File: config.mk
export PLATFORM = sky130hd
export DESIGN_NAME = dither_pwm
export DESIGN_NICKNAME = d
export VERILOG_FILES = /design/src/rtl/dpwm_pkg.sv /design/src/rtl/dpwm_ctr.sv /design/src/rtl/dpwm_hold.sv /design/src/rtl/dpwm_split.sv /design/src/rtl/dither_pwm.sv
export SDC_FILE = /design/constraint.sdc
export NUM_CORES = 1
export LEC_CHECK = 0
export BUFFER_PORTS_ARGS = -buffer_cell sky130_fd_sc_hd__clkbuf_2
export CORE_AREA = 10 10 61 63
export CTS_BUF_LIST = sky130_fd_sc_hd__clkbuf_8
export DETAILED_ROUTE_END_ITERATION = 10
export DIE_AREA = 0 0 71 73
export PLACE_DENSITY_LB_ADDON = 0.1
export SLEW_MARGIN = 20
export SYNTH_ARGS = -nofsm -noshare
export SYNTH_HDL_FRONTEND = slang
export SYNTH_SLANG_ARGS = --single-unit
File: constraint.sdc
create_clock -name clk -period 4.8 [get_ports clk]
set_input_delay 0.96 -clock clk [delete_from_list [all_inputs] [get_ports clk]]
set_output_delay 0.96 -clock clk [all_outputs]
set_load 0.05 [all_outputs]
File: src/rtl/dpwm_pkg.sv
package dpwm_pkg;

   typedef enum logic {
      DPWM_HALF    = 1'b0,
      DPWM_QUARTER = 1'b1
   } dpwm_mode_e;

   localparam int DPWM_NUM_MODES = 2;

endpackage

File: src/rtl/dpwm_ctr.sv
// Free-running period position counter; rewinds while disabled.
module dpwm_ctr #(
   parameter int W = 8
) (
   input  logic         clk,
   input  logic         rst_n,
   input  logic         en,
   output logic [W-1:0] cnt,
   output logic         at_start
);

   logic [W-1:0] cnt_q;

   always_ff @(posedge clk or negedge rst_n) begin
      if (!rst_n) begin
         cnt_q <= '0;
      end else if (!en) begin
         cnt_q <= '0;
      end else begin
         cnt_q <= cnt_q + 1'b1;
      end
   end

   assign cnt      = cnt_q;
   assign at_start = (cnt_q == '0);

endmodule

File: src/rtl/dpwm_hold.sv
// Captures duty and mode at the start of each full period and bypasses the
// fresh values for the very position that captures them.
module dpwm_hold
   import dpwm_pkg::*;
#(
   parameter int W = 8
) (
   input  logic         clk,
   input  logic         rst_n,
   input  logic         en,
   input  logic         at_start,
   input  logic [W-1:0] duty_i,
   input  dpwm_mode_e   mode_i,
   output logic [W-1:0] duty_eff,
   output dpwm_mode_e   mode_eff,
   output logic [W-1:0] duty_q,
   output dpwm_mode_e   mode_q
);

   logic take;

   assign take = en && at_start;

   always_ff @(posedge clk or negedge rst_n) begin
      if (!rst_n) begin
         duty_q <= '0;
         mode_q <= DPWM_HALF;
      end else if (take) begin
         duty_q <= duty_i;
         mode_q <= mode_i;
      end
   end

   assign duty_eff = take ? duty_i : duty_q;
   assign mode_eff = take ? mode_i : mode_q;

endmodule

File: src/rtl/dpwm_split.sv
// Level for one period position under one sub-cycle split.
module dpwm_split #(
   parameter int W      = 8,
   parameter int FRAC_W = 2
) (
   input  logic [W-1:0] duty,
   input  logic [W-1:0] pos,
   output logic         hi
);

   localparam int SUB_W = W - FRAC_W;

   logic [SUB_W-1:0]  base;
   logic [FRAC_W-1:0] frac;
   logic [FRAC_W-1:0] idx;
   logic [SUB_W-1:0]  offs;
   logic [SUB_W:0]    hcount;
   logic              extra;

   always_comb begin
      base   = duty[W-1:FRAC_W];
      frac   = duty[FRAC_W-1:0];
      idx    = pos[W-1:SUB_W];
      offs   = pos[SUB_W-1:0];
      extra  = (idx < frac);
      hcount = {1'b0, base} + {{SUB_W{1'b0}}, extra};
      hi     = ({1'b0, offs} < hcount);
   end

endmodule

File: src/rtl/dither_pwm.sv
module dither_pwm
   import dpwm_pkg::*;
#(
   parameter int CNT_W      = 8,
   parameter int QUARTER_FW = 2,
   parameter int HALF_FW    = 1
) (
   input  logic             clk,
   input  logic             rst_n,
   input  logic             en,
   input  logic             mode_i,
   input  logic [CNT_W-1:0] duty_i,
   output logic             pwm_o
);

   if (CNT_W < 2) begin : g_bad_w
      $error("dither_pwm: CNT_W must be at least 2");
   end
   if (QUARTER_FW < 1 || QUARTER_FW >= CNT_W) begin : g_bad_q
      $error("dither_pwm: QUARTER_FW out of range");
   end
   if (HALF_FW < 1 || HALF_FW >= CNT_W) begin : g_bad_h
      $error("dither_pwm: HALF_FW out of range");
   end

   logic [CNT_W-1:0] cnt_w;
   logic             at_start;
   logic [CNT_W-1:0] duty_eff;
   dpwm_mode_e       mode_eff;
   logic [CNT_W-1:0] duty_q;
   dpwm_mode_e       mode_q;
   logic [DPWM_NUM_MODES-1:0] hi_v;
   logic             pwm_q;

   dpwm_ctr #(.W(CNT_W)) u_ctr (
      .clk      (clk),
      .rst_n    (rst_n),
      .en       (en),
      .cnt      (cnt_w),
      .at_start (at_start)
   );

   dpwm_hold #(.W(CNT_W)) u_hold (
      .clk      (clk),
      .rst_n    (rst_n),
      .en       (en),
      .at_start (at_start),
      .duty_i   (duty_i),
      .mode_i   (dpwm_mode_e'(mode_i)),
      .duty_eff (duty_eff),
      .mode_eff (mode_eff),
      .duty_q   (duty_q),
      .mode_q   (mode_q)
   );

   for (genvar g = 0; g < DPWM_NUM_MODES; g++) begin : g_split
      localparam int FW = (g == int'(DPWM_QUARTER)) ? QUARTER_FW : HALF_FW;
      dpwm_split #(.W(CNT_W), .FRAC_W(FW)) u_split (
         .duty (duty_eff),
         .pos  (cnt_w),
         .hi   (hi_v[g])
      );
   end

   always_ff @(posedge clk or negedge rst_n) begin
      if (!rst_n) begin
         pwm_q <= 1'b0;
      end else begin
         pwm_q <= en && hi_v[mode_eff];
      end
   end

   assign pwm_o = pwm_q;

endmodule

==> flow_summary.json <==
{
  "final_util_pct": 61.2,
  "grt_use_total_pct": 13.8,
  "slew_viol_final": 0,
  "num_rows": 19,
  "die_h_um": 73,
  "p_seq_share_pct": 36.9,
  "p_clk_share_pct": 22.7,
  "cts.clk_slew.worst_paths_ps": 70,
  "via_count": 1179,
  "start_kind": "primary input",
  "swShare_pct": 36.0,
  "finalWirelength_mm": 3.40,
  "port_buffers": 12,
  "start_util_pct": 55.8,
  "worst_pin_slew_ps": 473,
  "antenna_found_initial": 0,
  "vdd_drop_max_v": 0.000242,
  "comb_power_share_pct": 40.4,
  "crit_required_ps": 4970,
  "finalPower_uw": 544,
  "maxSlewHeadroom_pct": 68.4,
  "dieArea_um2": 5180,
  "grt_pass1_wl_mm": 5.91,
  "final.setup_skew_ps": 1.07,
  "cts_buffers": 3,
  "cts_hold_buf": 0,
  "ioPinCount": 13,
  "synthAdderAreaFrac_pct": 15.4,
  "syn2layout_area_growth_pct": 9.78,
  "wl_per_cell_um": 17.4,
  "antenna_cells": 0,
  "place.gp.congestion": 0.993,
  "cts_tree": "done",
  "grt_max_degree": 19,
  "arrival_ps": 4250,
  "cts_resized": 0,
  "grt_pass1_vias": 1245,
  "finalCriticalPeriod_ps": 4080,
  "cap_violations": 0,
  "yosysTopAreaCell": "dfrtp_1",
  "power.leakage_uw": 0.000770,
  "cts_setup_buffers": 0,
  "dr.pass1.iters": 6,
  "switchingPower_uw": 196,
  "cp_max_fo": 16,
  "clock-sinks": 18,
  "synthTopCellsByArea": "dfrtp_1, ha_1, xnor2_1, xor2_1, o21ai_0",
  "die_w_um": 71,
  "detail-route-antenna-nets": 0,
  "final.setup.worst_slack_ps": 725,
  "max_freq_ghz": 0.245,
  "yosysUniqueCellTypes": 39,
  "cts-root-buf": "clkbuf_8",
  "yosysWarningCount": 0,
  "setup_viol": 0,
  "fin_setup_tns_ps": 0,
  "muxShareOfSynthArea_pct": 8.92,
  "synth_seq_cells": 18,
  "hold_depth": 2,
  "fin_crit_sh_pct": 84.9,
  "p_per_area_nw_per_um2": 340,
  "dp_slack_ps": 468,
  "clockBufferDepth": 2,
  "dp_hpwl_mm": 2.77,
  "worstSkewPairLatency_ps": 250,
  "core_um2": 2620,
  "hold_violations": 0,
  "via_per_inst": 6.02,
  "syn_avg_cell_area_um2": 9.73,
  "end_kind": "register",
  "synth_xor_area_share_pct": 10.8,
  "grt_overflow": 0,
  "drive_gt1_share_pct": 15.8,
  "synthSimpleGateAreaFrac_pct": 18.2,
  "synth_compound_area_share_pct": 13.0,
  "syn_area_um2": 1460,
  "rsz0062_at_grt": "false",
  "hold_path.class": "reg2reg",
  "drc": 0,
  "p_int_uw": 348,
  "first_iter_violations": 103,
  "ctsHtreeMaxLevel": 1,
  "yosysTopAreaCellShare_pct": 30.9,
  "ys_seq_area_share_pct": 30.9,
  "synthesis.nets": 180,
  "worstRegToRegCells": 18,
  "synth_top_family_by_area": "simple AND/OR/NAND/NOR gates",
  "synthCells": 150,
  "nNetsFinal": 196,
  "outcome": "finished clean",
  "path_class": "in2reg"
}
synthesized netlist by cell type:
library cell and instances:
dfrtp_1 18, ha_1 18, o21ai_0 12, nand2_1 11
xnor2_1 11, nand3_1 9, inv_1 7, nor2_1 7
xor2_1 7, a21oi_1 6, mux2i_1 4, and3_1 3
mux2_2 3, mux2_4 3, nor3_1 3, a32oi_1 2
a41oi_1 2, and4_1 2, nand2b_1 2, a2111oi_0 1
a211oi_1 1, a21o_1 1, a311o_1 1, and2_1 1
and4bb_2 1, buf_6 1, clkinv_1 1, mux2_1 1
nand2_4 1, nor2b_1 1, nor4_1 1, nor4_4 1
o21a_1 1, o21ai_2 1, o21bai_1 1, o22ai_1 1
or3_1 1, or4_1 1, or4bb_1 1
logic make-up after synthesis:
| kind of cell | count (synthesis) |
|---|---|
| simple gates | 46 |
| compound gates | 30 |
| xor+xnor | 18 |
| fa+ha+maj | 18 |
| flops | 18 |
| mux | 11 |
| buf+inv | 9 |
area by class of cell:
class                   count  area [µm²]
fillers                   240        1010
multi-input cells         123         967
flip-flops and latches     18         450
repair buffers             12        60.1
clock buffers               4        55.1
well taps                  31        38.8
inverters                   8        30.0
through the flow:
stage               hold slack [ps]  cells  cell area, µm²
detailed placement              516    192            1550
finish                          529    196            1600
global route                    582    196            1600
CTS                             533    196            1600
global placement                505    192            1550
floorplan                       478    150            1460
power by group through the flow:
stage	logic, µW	registers [µW]	clock network [µW]
after detailed placement	219	204	0
after global routing	251	204	135
after global placement	214	204	0
final	220	201	123
after CTS	222	201	125
after floorplan	160	202	0
metal layers:
layer / GRT usage [%] / vias to the layer above / wire length (µm)
met2: 24.1 / 36 / 1710
met3: 2.99 / 9 / 178
li1: - / 578 / -
met4: 4.73 / 0 / 61
met5: 0 / - / 0
met1: 16.3 / 556 / 1450
sequential cells by signal, summed over array words and instances (netlist names):
| signal | cells |
|---|---|
| pwm_o | 1 |
| u_ctr.cnt | 8 |
| u_hold.duty_q | 8 |
| u_hold.mode_q | 1 |
critical path: stages:
cell and delay, ps:
clkbuf_2 100, and4bb_2 280, nand2_4 230, mux2i_1 280
ha_1 270, a21oi_1 130, ha_1 230, ha_1 230
nand3_1 130, xor2_1 160, nand2_1 60, o21ai_0 90
ha_1 200, nor4_1 250, o21ai_0 140, a311o_1 370
a32oi_1 140
placed cells by master, fill, tap and decap left out, types with 2 or more instances in the layout:
cell / count
a21oi_1: 6
a32oi_1: 2
a41oi_1: 2
and3_1: 3
and4_1: 2
clkbuf_2: 12
clkbuf_8: 4
dfrtp_1: 18
ha_1: 18
inv_1: 7
mux2_2: 3
mux2_4: 3
mux2i_1: 4
nand2_1: 11
nand2b_1: 2
nand3_1: 9
nor2_1: 7
nor3_1: 3
o21ai_0: 12
xnor2_1: 11
xor2_1: 7
worst paths after layout:
check                            startpoint          endpoint  slack [ps]
setup / recovery                         en             pwm_o         720
hold / removal             u_hold.duty_q[1]  u_hold.duty_q[1]         530
setup reg to reg               u_ctr.cnt[0]             pwm_o         840
hold reg to reg            u_hold.duty_q[1]  u_hold.duty_q[1]         530
max in group asynchronous             rst_n  u_hold.duty_q[7]        3830
min in group asynchronous             rst_n  u_hold.duty_q[6]         650
Note: power is estimated with default switching activity, not from simulation.
